===== config.mk =====
export PLATFORM = sky130hd
export DESIGN_NAME = pwm_trip_guard
export DESIGN_NICKNAME = d
export VERILOG_FILES = /design/src/rtl/pwm_trip_pkg.sv /design/src/rtl/pwm_trip_filter.sv /design/src/rtl/pwm_trip_regs.sv /design/src/rtl/pwm_trip_outmux.sv /design/src/rtl/pwm_trip_guard.sv
export SDC_FILE = /design/constraint.sdc
export NUM_CORES = 1
export LEC_CHECK = 0
export ABC_AREA = 1
export BUFFER_PORTS_ARGS = -buffer_cell sky130_fd_sc_hd__buf_4
export CAP_MARGIN = 25
export CORE_MARGIN = 2
export CORE_UTILIZATION = 52
export DETAILED_ROUTE_END_ITERATION = 8
export PLACE_DENSITY = 0.78
export SYNTH_ARGS = -nofsm -noshare
export SYNTH_HDL_FRONTEND = slang
export SYNTH_SLANG_ARGS = --single-unit

===== constraint.sdc =====
create_clock -name clk -period 1.5 [get_ports clk]
set_input_delay 0.15 -clock clk [delete_from_list [all_inputs] [get_ports clk]]
set_output_delay 0.15 -clock clk [all_outputs]
set_load 0.005 [all_outputs]

===== src/rtl/pwm_trip_pkg.sv =====
package pwm_trip_pkg;

    localparam int ADDR_W = 2;

    localparam logic [ADDR_W-1:0] REG_CTRL = 2'd0;
    localparam logic [ADDR_W-1:0] REG_FILT = 2'd1;
    localparam logic [ADDR_W-1:0] REG_SAFE = 2'd2;
    localparam logic [ADDR_W-1:0] REG_STAT = 2'd3;

    typedef enum logic [1:0] {
        SAFE_FLOAT  = 2'b00,
        SAFE_LOW    = 2'b01,
        SAFE_HIGH   = 2'b10,
        SAFE_FLOAT2 = 2'b11
    } safe_e;

    typedef enum logic [1:0] {
        FLT_BYPASS = 2'b00,
        FLT_DIV1   = 2'b01,
        FLT_DIVMID = 2'b10,
        FLT_DIVMAX = 2'b11
    } flt_sel_e;

endpackage


===== src/rtl/pwm_trip_filter.sv =====
module pwm_trip_filter
    import pwm_trip_pkg::*;
#(
    parameter int PRE_W   = 5,
    parameter int DIV_MID = 8
) (
    input  logic       clk,
    input  logic       rst_n,
    input  logic       fault_n,
    input  logic [1:0] fsel,
    output logic       flt_o
);
    localparam int MID_W = $clog2(DIV_MID);

    typedef struct packed {
        logic             s1;
        logic             s2;
        logic [1:0]       hist;
        logic             flt;
        logic [PRE_W-1:0] cnt;
    } filt_st_t;

    filt_st_t q, d;
    logic     tick;

    always_comb begin
        d      = q;
        d.s1   = fault_n;
        d.s2   = q.s1;
        d.cnt  = q.cnt + 1'b1;
        unique case (flt_sel_e'(fsel))
            FLT_DIV1:   tick = 1'b1;
            FLT_DIVMID: tick = &q.cnt[MID_W-1:0];
            FLT_DIVMAX: tick = &q.cnt;
            default:    tick = 1'b0;
        endcase
        if (flt_sel_e'(fsel) == FLT_BYPASS) begin
            d.flt  = q.s2;
            d.hist = {2{q.s2}};
        end else if (tick) begin
            d.hist = {q.hist[0], q.s2};
            if (q.s2 == q.hist[0] && q.s2 == q.hist[1]) begin
                d.flt = q.s2;
            end
        end
    end

    always_ff @(posedge clk or negedge rst_n) begin
        if (!rst_n) begin
            q <= '{s1: 1'b1, s2: 1'b1, hist: 2'b11, flt: 1'b1, cnt: '0};
        end else begin
            q <= d;
        end
    end

    assign flt_o = (flt_sel_e'(fsel) == FLT_BYPASS) ? q.s2 : q.flt;

    // the held level only moves to a value the synchronizer presented
    a_r8_change_needs_level: assert property (@(posedge clk) disable iff (!rst_n)
        !$stable(q.flt) |-> (q.flt == $past(q.s2)));

endmodule


===== src/rtl/pwm_trip_regs.sv =====
module pwm_trip_regs
    import pwm_trip_pkg::*;
#(
    parameter int NCH = 4,
    parameter int DW  = 8
) (
    input  logic              clk,
    input  logic              rst_n,
    input  logic              wr_en,
    input  logic [ADDR_W-1:0] wr_addr,
    input  logic [DW-1:0]     wr_data,
    input  logic [ADDR_W-1:0] rd_addr,
    output logic [DW-1:0]     rd_data,
    input  logic              flt,
    output logic [NCH-1:0]    dis,
    output logic              trip,
    output logic [1:0]        fsel,
    output logic [2*NCH-1:0]  safe,
    output logic              irq
);
    localparam int SAFE_W = 2 * NCH;

    typedef struct packed {
        logic [NCH-1:0]    dis;
        logic              en;
        logic [1:0]        fsel;
        logic              pol;
        logic [SAFE_W-1:0] safe;
        logic              irq;
        logic              prev;
    } regs_st_t;

    regs_st_t q, d;
    logic     wr_ctrl, wr_filt, wr_safe, irq_set, irq_clr;

    always_comb begin
        wr_ctrl = wr_en && (wr_addr == REG_CTRL);
        wr_filt = wr_en && (wr_addr == REG_FILT);
        wr_safe = wr_en && (wr_addr == REG_SAFE);
        irq_clr = wr_en && (wr_addr == REG_STAT) && !wr_data[0];
        trip    = q.en && !flt;
        irq_set = (flt != q.prev) && (flt == q.pol);

        d      = q;
        d.prev = flt;
        if (wr_ctrl) begin
            d.dis = wr_data[NCH-1:0];
            d.en  = wr_data[DW-1];
        end
        if (trip) begin
            d.dis = '1;
        end
        if (wr_filt) begin
            d.fsel = wr_data[1:0];
            d.pol  = wr_data[2];
        end
        if (wr_safe) begin
            d.safe = wr_data[SAFE_W-1:0];
        end
        if (irq_clr) begin
            d.irq = 1'b0;
        end
        if (irq_set) begin
            d.irq = 1'b1;
        end
    end

    always_ff @(posedge clk or negedge rst_n) begin
        if (!rst_n) begin
            q <= '{dis: '1, en: 1'b0, fsel: 2'b00, pol: 1'b0,
                   safe: '0, irq: 1'b0, prev: 1'b1};
        end else begin
            q <= d;
        end
    end

    always_comb begin
        rd_data = '0;
        unique case (rd_addr)
            REG_CTRL: begin
                rd_data[NCH-1:0] = q.dis;
                rd_data[DW-1]    = q.en;
            end
            REG_FILT: rd_data[2:0] = {q.pol, q.fsel};
            REG_SAFE: rd_data[SAFE_W-1:0] = q.safe;
            default:  rd_data[0] = q.irq;
        endcase
    end

    assign dis  = q.dis;
    assign fsel = q.fsel;
    assign safe = q.safe;
    assign irq  = q.irq;

    // a live trip leaves every disable bit set, whatever was written
    a_r3_trip_sets_all: assert property (@(posedge clk) disable iff (!rst_n)
        trip |=> (q.dis == '1));

    // without a control write the bits only hold or go all-ones
    a_r5_sticky: assert property (@(posedge clk) disable iff (!rst_n)
        !wr_ctrl |=> ((q.dis == $past(q.dis)) || (q.dis == '1)));

    // set beats a simultaneous clear
    a_r9_set_wins: assert property (@(posedge clk) disable iff (!rst_n)
        irq_set |=> q.irq);

    // a raised flag stays until software clears it
    a_r9_flag_holds: assert property (@(posedge clk) disable iff (!rst_n)
        (q.irq && !irq_clr) |=> q.irq);

endmodule


===== src/rtl/pwm_trip_outmux.sv =====
module pwm_trip_outmux
    import pwm_trip_pkg::*;
#(
    parameter int NCH = 4
) (
    input  logic [NCH-1:0]   pwm_in,
    input  logic [NCH-1:0]   dis,
    input  logic             trip,
    input  logic [2*NCH-1:0] safe,
    output logic [NCH-1:0]   pin_dat,
    output logic [NCH-1:0]   pin_oe
);
    for (genvar ch = 0; ch < NCH; ch++) begin : g_ch
        logic  blocked;
        safe_e code;

        always_comb begin
            blocked = dis[ch] || trip;
            code    = safe_e'(safe[2*ch +: 2]);
            if (!blocked) begin
                pin_dat[ch] = pwm_in[ch];
                pin_oe[ch]  = 1'b1;
            end else begin
                unique case (code)
                    SAFE_LOW: begin
                        pin_dat[ch] = 1'b0;
                        pin_oe[ch]  = 1'b1;
                    end
                    SAFE_HIGH: begin
                        pin_dat[ch] = 1'b1;
                        pin_oe[ch]  = 1'b1;
                    end
                    default: begin
                        pin_dat[ch] = 1'b0;
                        pin_oe[ch]  = 1'b0;
                    end
                endcase
            end
        end

        // a released pad never carries data
        always_comb begin
            a_r7_float_quiet: assert (pin_oe[ch] || !pin_dat[ch]);
        end
    end
endmodule


===== src/rtl/pwm_trip_guard.sv =====
module pwm_trip_guard
    import pwm_trip_pkg::*;
#(
    parameter int NCH     = 4,
    parameter int DW      = 8,
    parameter int PRE_W   = 5,
    parameter int DIV_MID = 8
) (
    input  logic              clk,
    input  logic              rst_n,
    input  logic [NCH-1:0]    pwm_in,
    input  logic              fault_n,
    input  logic              wr_en,
    input  logic [ADDR_W-1:0] wr_addr,
    input  logic [DW-1:0]     wr_data,
    input  logic [ADDR_W-1:0] rd_addr,
    output logic [DW-1:0]     rd_data,
    output logic [NCH-1:0]    pin_dat,
    output logic [NCH-1:0]    pin_oe,
    output logic              irq
);
    logic             flt;
    logic [1:0]       fsel;
    logic [NCH-1:0]   dis;
    logic             trip;
    logic [2*NCH-1:0] safe;

    pwm_trip_filter #(.PRE_W(PRE_W), .DIV_MID(DIV_MID)) u_filter (
        .clk     (clk),
        .rst_n   (rst_n),
        .fault_n (fault_n),
        .fsel    (fsel),
        .flt_o   (flt)
    );

    pwm_trip_regs #(.NCH(NCH), .DW(DW)) u_regs (
        .clk     (clk),
        .rst_n   (rst_n),
        .wr_en   (wr_en),
        .wr_addr (wr_addr),
        .wr_data (wr_data),
        .rd_addr (rd_addr),
        .rd_data (rd_data),
        .flt     (flt),
        .dis     (dis),
        .trip    (trip),
        .fsel    (fsel),
        .safe    (safe),
        .irq     (irq)
    );

    pwm_trip_outmux #(.NCH(NCH)) u_outmux (
        .pwm_in  (pwm_in),
        .dis     (dis),
        .trip    (trip),
        .safe    (safe),
        .pin_dat (pin_dat),
        .pin_oe  (pin_oe)
    );

    // enabled channels with no trip pass the waveform straight through
    a_r1_pass: assert property (@(posedge clk) disable iff (!rst_n)
        ((dis == '0) && !trip) |-> ((pin_oe == '1) && (pin_dat == pwm_in)));

endmodule


# [Yosys cells after proc, flatten, opt, wreduce, memory -nomap -nowiden]
# Cells that the tools add are included.
[word_totals] ff_bits=28 input_bits=20 out_inout_bits=17
[classes] addsub=1 n_eq_ne=20 n_mux=30 reduce_logical=28
[op_table] op="$mux 1" count=20
[op_table] op="$eq 2x2->1 const B" count=9
[op_table] op="$eq 2x1->1 const B" count=7
[op_table] op="$mux 3" count=3
[op_table] op="$logic_and 1x1->1" count=8
[op_table] op="$reduce_bool 2->1" count=4
[op_table] op="$reduce_or 2->1" count=4
[op_table] op="$logic_not 2->1" count=3
[op_table] op="$pmux 1 s3" count=2
[op_table] op="$pmux 2 s3" count=1
[op_table] op="$add 5x1->5 const B" count=1
[op_table] op="$mux 5" count=1
[op_table] op="$reduce_and 5->1" count=1
[op_table] op="$logic_or 1x1->1" count=4
[op_table] op="$mux 4" count=1
[op_table] op="$pmux 1 s2" count=2
[op_table] op="$eq 1x1->1" count=3
[op_table] op="$reduce_and 3->1" count=1
[op_table] op="$logic_not 1->1" count=2
[op_table] op="$reduce_and 2->1" count=1
[op_table] op="$ne 1x1->1" count=1

# [Logic depth before layout (Yosys ltp)]
# Gate-level depths: netlist of run 1.
[depth] word_depth=6 mapped_depth=9 depth_no_buf=9

# [Hierarchy]
# A second synthesis of run 1 with hierarchy kept.
[hier_totals] hier_cells=203 area_unflattened_um2=1636.6
[modules_own_cells] mod="pwm_trip_regs" instances=1 cells_each=130 area_per_inst_um2=1029.7
[modules_own_cells] mod="pwm_trip_filter" instances=1 cells_each=44 area_per_inst_um2=440.4
[modules_own_cells] mod="pwm_trip_outmux" instances=1 cells_each=29 area_per_inst_um2=166.4

# [Least setup slack after synthesis of run 1]
# OpenSTA, ideal clock, no wires.
[synth_timing] path_type="register -> register" startpoint="register u_filter.q[0] in the netlist's numbering" endpoint="register u_filter.q[6] in the netlist's numbering" setup_time_ns=0.079 t_arrival_ns=1.200 required_ns=1.421 path_slack_ns=0.221 path_stages_with_launch=8 n_path_buf=0 synth_period_minus_slack_ns=1.279 path_cell_list="dfrtp_1 > ha_1 > nand2_1 > nor2_1 > ha_1 > nand2_1 > nand3_1 > o21ai_0"
[synth_between] elab_chain_len=3 word_cells_on_any_way=4
[synth_lines] element="start: declaration" line="pwm_trip_filter.sv:23" rtl="filt_st_t q, d;"
[synth_lines] element="start signal: assignment" line="pwm_trip_filter.sv:50" rtl="q <= '{s1: 1'b1, s2: 1'b1, hist: 2'b11, flt: 1'b1, cnt: '0};"
[synth_lines] element="$reduce_and 5->1 or $reduce_and 3->1 (tied branches)" line="pwm_trip_filter.sv:34, pwm_trip_filter.sv:33"
[synth_lines] element="$pmux 1 s3 *" line="pwm_trip_filter.sv:31" rtl="unique case (flt_sel_e'(fsel))"
[synth_lines] element="$reduce_bool 2->1 (no source line) *"
# Every way passes the cells marked *; elsewhere a longest branch is shown, timed or not.
# A chain may end at the register's enable or synchronous reset.

# [Worst setup path in the final report of run 1]
[layout_timing] startpoint="register u_regs.q, in the netlist u_regs.fsel[0]" endpoint="output pin_dat[1]"
[layout_between] elab_chain_len=6
[layout_lines] element="start: declaration" line="pwm_trip_regs.sv:33" rtl="regs_st_t q, d;"
[layout_lines] element="start signal: assignment" line="pwm_trip_regs.sv:70" rtl="q <= '{dis: '1, en: 1'b0, fsel: 2'b00, pol: 1'b0,"
[layout_lines] element="$logic_not 2->1" line="pwm_trip_filter.sv:56" rtl="assign flt_o = (flt_sel_e'(fsel) == FLT_BYPASS) ? q.s2 : q.flt;"
[layout_lines] element="$mux 1" line="pwm_trip_filter.sv:56"
[layout_lines] element="$logic_not 1->1" line="pwm_trip_regs.sv:41" rtl="trip = q.en && !flt;"
[layout_lines] element="$logic_and 1x1->1" line="pwm_trip_regs.sv:41"
[layout_lines] element="$logic_or 1x1->1" line="pwm_trip_outmux.sv:18" rtl="blocked = dis[ch] || trip;"
[layout_lines] element="$mux 1" line="pwm_trip_outmux.sv:20" rtl="if (!blocked) begin"
[layout_lines] element="end: declaration" line="pwm_trip_guard.sv:18" rtl="output logic [NCH-1:0] pin_dat,"
# No other way between the ends.

==> results_dict.tcl, run 1 <==
set metrics [dict create \
    die_area_sq_um 3190 \
    routed-via-count 1363 \
    clock_skew_ns 0.00381 \
    ys_ff_latch 28 \
    post-route-period-util_pct 112 \
    path_max_fanout 6 \
    ios 37 \
    multi_input_area_sq_um 696 \
    totalWireLength_um 3750 \
    clk_latency_ns 0.33 \
    grt-ovfl-total 0 \
    synth_area_sq_um 1430 \
    rsz0062_at_grt "true" \
    cap_violations 0 \
    fp.coreArea_sq_um 2690 \
    hold_viol 0 \
    dieWidth_um 56.5 \
    dp_hpwl_um 2370 \
    clockRootBuffer "clkbuf_4" \
    place_area_sq_um 1730 \
    rows 19 \
    initial_core_util_pct 53.3 \
    drt_iter0_drc 94 \
    antenna_found_initial 0 \
    gp_congestion 0.806 \
    nFillCells 194 \
    ys_seq_area_share_pct 49.8 \
    syn_area_per_cell_sq_um 8.63 \
    setup_viol 8 \
    finalPower_w 0.00240 \
    crit_path_start_kind "flop" \
    io_buffers 36 \
    grt_pass1_vias 1274 \
    slew_headroom_pct 73.2 \
    worstSetupPathType "reg -> out" \
    post-route-min-period_ns 1.69 \
    worst_pin_slew_ns 0.401 \
    die_h_um 56.5 \
    cp.arrival_ns 1.54 \
    layout-drive-gt1-share_pct 40.4 \
    slew_viol_final 0 \
    p_leak_nw 1.02 \
    clk_pin_slew_ns 0.15 \
    routedWlPerCell_um 15.1 \
    violations "setup timing" \
    first_pass_iters 4 \
    fmax_mhz 593 \
    synthToLayoutAreaGrowth_pct 38.0 \
    cts_htree_levels 1 \
    drc_errors 0 \
    synthesis.nets 193 \
    rrSetupSlack_ns 0.05 \
    fin_ws_ns -0.185 \
    status "finished with violations" \
    ant_nets 0 \
    cp.required_ns 1.35 \
    yosys_warnings 0 \
    hold_path_class "in -> reg" \
    final_area_sq_um 1980 \
    nets 246 \
    critPathCaptureType "output pin" \
    ir_drop_uv 891 \
    yosysUniqueCellTypes 24 \
    cts_tree "built" \
    p_per_area_nw_per_um2 1210 \
    viasPerCell 5.47 \
    grt_usage_pct 21.7 \
    grt_max_degree 29 \
    clock-sinks 28 \
    numCtsBuffers 3 \
    regArea_sq_um 716 \
    grt_pass1_wl_um 5420 \
    diodes 0 \
    postSynthCellCount 166 \
    clockBufferDepth 2 \
]
## cells by family after synthesis
group | Yosys count | share of synthesized area (%)
AND/OR/NAND/NOR | 82 | 25.4
XOR/XNOR | 1 | 0.611
AO/OA/AOI/OAI | 24 | 10.7
adder cells (fa/ha/maj) | 7 | 6.11
flip-flops | 28 | 49.8
buffers and inverters | 24 | 7.34
## synth_stat cells
cell       number  area [sq um]
nand4_1         1          6.26
nor2_1         14          52.6
o21a_1          1          7.51
nand3_1        14          70.1
nand2_4         2          22.5
a21oi_1         4          20.0
o211ai_1        5          37.5
inv_2           2          7.51
o221ai_1        1          8.76
dfstp_2        10           263
buf_6           2          22.5
o2111ai_1       1          8.76
nand2_1        44           165
ha_1            7          87.6
xor2_1          1          8.76
nor2_2          2          12.5
o21ai_0         5          25.0
inv_1          20          75.1
nand2_2         4          25.0
nand3_2         1          10.0
o21ai_1         4          20.0
dfrtp_1        18           450
a22o_1          2          17.5
a21oi_2         1          8.76
## report_power, final
| group | switching [W] | internal [W] |
|---|---|---|
| registers | 0.000106 | 0.000917 |
| clock network | 0.000227 | 0.000270 |
| logic | 0.000444 | 0.000433 |
## layer usage
layer | share of wire [%] | GRT usage, % | routed length, um | vias up
met5 | 0 | 0 | 0 | -
met4 | 3.1 | 9.52 | 118 | 0
met3 | 6.2 | 3.23 | 232 | 12
met2 | 51 | 35.5 | 1920 | 55
met1 | 39 | 28.6 | 1480 | 651
li1 | - | - | - | 645
## final timing paths
check | start | endpoint | cells past startpoint
max in group asynchronous | rst_n | u_regs.q[0]$_DFF_PN1_ | 2
min in group asynchronous | rst_n | u_filter.q[1]$_DFF_PN0_ | 2
min reg2reg | u_filter.d[8]$_DFF_PN1_ | u_filter.q[8]$_DFF_PN1_ | 0
max reg2reg | u_filter.q[0]$_DFF_PN0_ | u_filter.q[5]$_DFFE_PN1P_ | 9
min | wr_data[3] | u_regs.safe[3]$_DFFE_PN0P_ | 3
max | u_regs.fsel[0]$_DFFE_PN0P_ | pin_dat[1] | 8
## cells in the final DEF (no fill, tap or decap), drive strengths merged
master        n
nand2        50
buf          47
inv          22
dfrtp        18
nor2         16
nand3        16
dfstp        10
o21ai         9
ha            7
o211ai        5
a21oi         5
clkbuf        3
a22o          2
dlygate4sd3   2
o2111ai       1
o221ai        1
xor2          1
nand4         1
o21a          1
bufinv        1
## sequential cells by signal (all words and copies together) (netlist names)
register	cells
u_regs.safe	8
u_regs.dis	4
u_regs.irq	1
u_filter.d	1
u_filter.q	9
u_regs.q	3
u_regs.fsel	2
## cell type report
class / count / area share (%)
multi-input combinational: 115 / 35.2
timing repair buffer: 49 / 19.8
tap: 31 / 1.96
inverter: 22 / 4.18
clock buffer: 3 / 1.14
clock inverter: 1 / 1.52
sequential: 28 / 36.2
## what timing repair did
action	4_1_cts	5_1_grt
setup endpoints to repair	8	12
pin swaps	4	11
setup buffers	7	3
gates cloned	1	0
hold endpoints to repair	29	0
hold buffers	2	0
resized for setup	10	16
## critical path, cell delays in order, from the launching register on
cell	delay (ns)
dfrtp_2	0.48
inv_2	0.09
nand2_4	0.06
nand2_4	0.10
nand3_4	0.14
nand2_4	0.12
nand2_2	0.06
nand2_2	0.06
buf_6	0.09
## per-stage QoR
step                      std cells  utilization (%)  hold WS (ns)  setup TNS, ns  worst slack, ns
after floorplan                 166                -        -0.146              0            0.221
after global placement          232             64.3        0.0812              0            0.110
after detailed placement        232             64.3        0.0813              0           0.0312
after CTS                       246             70.9        0.0544         -0.843           -0.160
after global routing            249             73.6        0.0603          -1.90           -0.253
final                           249             73.6        0.0545          -1.17           -0.185
(Power assumes the default switching activity.)
==> run 2: changes to the inputs <==
--- a/config.mk
+++ b/config.mk
@@ -6,12 +6,12 @@
 export NUM_CORES = 1
 export LEC_CHECK = 0
 export ABC_AREA = 1
-export BUFFER_PORTS_ARGS = -buffer_cell sky130_fd_sc_hd__buf_4
 export CAP_MARGIN = 25
 export CORE_MARGIN = 2
-export CORE_UTILIZATION = 52
+export CORE_UTILIZATION = 61
 export DETAILED_ROUTE_END_ITERATION = 8
-export PLACE_DENSITY = 0.78
+export DONT_BUFFER_PORTS = 1
+export PLACE_DENSITY = 0.76
 export SYNTH_ARGS = -nofsm -noshare
 export SYNTH_HDL_FRONTEND = slang
 export SYNTH_SLANG_ARGS = --single-unit
==> run 2 against run 1 <==
The flow still finishes with violations (setup timing). Utilization rose by 8.0 points. Flip-flop and latch count did not move. Clock-buffer cell count did not move. Sequential power barely moved.
==> results_dict.tcl, run 2 (same netlist as run 1, synthesis figures left out) <==
set metrics [dict create \
    hold_viol 0 \
    worstSetupPathType "reg -> out" \
    multi_input_area_sq_um 687 \
    dieWidth_um 52.5 \
    status "finished with violations" \
    antenna_found_initial 0 \
    fin_ws_ns -0.0712 \
    post-route-min-period_ns 1.57 \
    layout-drive-gt1-share_pct 27.0 \
    totalWireLength_um 3620 \
    rsz0062_at_grt "true" \
    first_pass_iters 4 \
    clock-sinks 28 \
    met3_wirelength_um 147 \
    p_per_area_nw_per_um2 1150 \
    largest_reg_flops 9 \
    grt_max_degree 29 \
    whs_ns 0.0406 \
    violations "setup timing" \
    clk_pin_slew_ns 0.15 \
    drt-met1-wl_um 1470 \
    comb_power_share_pct 35.9 \
    crit_path_start_kind "flop" \
    cap_violations 0 \
    wl_met2_um 1870 \
    grt_pass1_wl_um 5360 \
    clkPwrFrac_pct 15.0 \
    regArea_sq_um 714 \
    worst_pin_slew_ns 0.420 \
    cts_htree_levels 1 \
    drt_iter0_drc 21 \
    hold_path_class "in -> reg" \
    switching_share_pct 35.3 \
    gp_congestion 0.829 \
    grt-ovfl-total 0 \
    cts_tree "built" \
    tns_ns -0.271 \
    p_seq_share_pct 49.1 \
    drc_errors 0 \
    internal-power_w 0.00134 \
    fp.coreArea_sq_um 2210 \
    slew_headroom_pct 72.0 \
    viasPerCell 5.75 \
    post-route-period-util_pct 105 \
    mostFrequentLayoutCells "nand2_1 (37), inv_1 (20), dfrtp_1 (17), buf_4 (15), nor2_1 (14)" \
    rows 17 \
    routedWlPerCell_um 16.2 \
    ir_drop_uv 917 \
    critPathCaptureType "output pin" \
    clock_skew_ns 0.0119 \
    slew_viol_final 0 \
    ios 37 \
    diodes 0 \
    fmax_mhz 636 \
    top_layer "met4" \
    cp.arrival_ns 1.42 \
    setup_viol 6 \
    die_h_um 52.5 \
    p_switching_w 0.000731 \
    grt_usage_pct 27.9 \
    nets 225 \
    routed-via-count 1287 \
    cp.required_ns 1.35 \
    numCtsBuffers 3 \
    finalPower_w 0.00207 \
    clockBufferDepth 2 \
    fin_util_pct 81.6 \
    io_buffers 0 \
    dp_hpwl_um 2100 \
    path_max_fanout 6 \
    p_leak_nw 0.900 \
    grt_pass1_vias 1223 \
    clockRootBuffer "clkbuf_4" \
    die_area_sq_um 2750 \
    synthToLayoutAreaGrowth_pct 25.9 \
    layout_commonest_cell "nand2_1" \
    nFillCells 141 \
    ant_nets 0 \
    initial_core_util_pct 64.8 \
    clk_latency_ns 0.33 \
    regMostFlops "u_filter.q" \
]
[run 2: cell count changes in the layout (fill, tap and decap cells not counted), moves of 2 or more]
cell and delta:
buf_6 -5, nand2_1 +3, dlygate4sd3_1 +9, nand2_2 -3
buf_4 -27, buf_12 +2
[run 2: worst max-delay path, cell delays in order, from the launching register on]
cell	delay (ns)
dfrtp_1	0.46
inv_2	0.11
nand2_4	0.06
nand2_4	0.08
nand3_4	0.14
nand2_4	0.12
nand2_1	0.05
nand2_1	0.07
[run 2: power groups by stage]
stage	Combinational, W	Sequential (W)	Clock (W)
after detailed placement	0.000435	0.00102	0
final	0.000743	0.00102	0.000310
after global placement	0.000419	0.00101	0
after floorplan	0.000382	0.000991	0
after global routing	0.000816	0.00103	0.000345
after CTS	0.000637	0.00101	0.000308
[run 2: routing by layer]
metal / track usage (%) / up-vias
met3: 4.57 / 14
li1: - / 604
met4: 15.4 / 0
met5: 0 / -
met1: 32.1 / 622
met2: 48.8 / 47
[run 2: final cells by class]
class	count	share of cell area [%]
Multi-Input combinational cell	115	38.1
Inverter	22	4.58
Tap cell	28	1.94
Timing Repair Buffer	28	14.6
Sequential cell	28	39.6
Clock buffer	3	1.25
[run 2: metrics by stage]
stage	std cells	instance area [sq um]	setup WS, ns
CTS	220	1740	-0.0293
finish	224	1800	-0.0712
global route	224	1800	-0.135
floorplan	166	1430	0.221
global placement	193	1450	0.143
detailed placement	193	1450	0.112
[run 2: path summary, 6_finish.rpt]
kind,startpoint,slack [ns],cells past startpoint,endpoint
hold / removal,wr_addr[0],0.04,3,u_regs.dis[1]$_DFFE_PN1P_
min in group asynchronous,rst_n,0.23,2,u_regs.irq$_DFFE_PN0P_
max in group asynchronous,rst_n,1.03,2,u_filter.d[8]$_DFF_PN1_
setup / recovery,u_regs.fsel[0]$_DFFE_PN0P_,-0.07,7,pin_dat[3]
hold reg to reg,u_filter.d[8]$_DFF_PN1_,0.37,0,u_filter.q[8]$_DFF_PN1_
setup reg to reg,u_filter.q[0]$_DFF_PN0_,0.10,9,u_filter.q[5]$_DFFE_PN1P_
[run 2: repair_timing]
action                                 in CTS  in global routing
resized for setup                           6                 11
setup endpoints to repair                   8                 11
endpoints found under the hold margin      43                  0
hold buffers                               12                  0
gates cloned                                1                  0
buffers inserted                           11                  4
pin swaps                                   8                  7
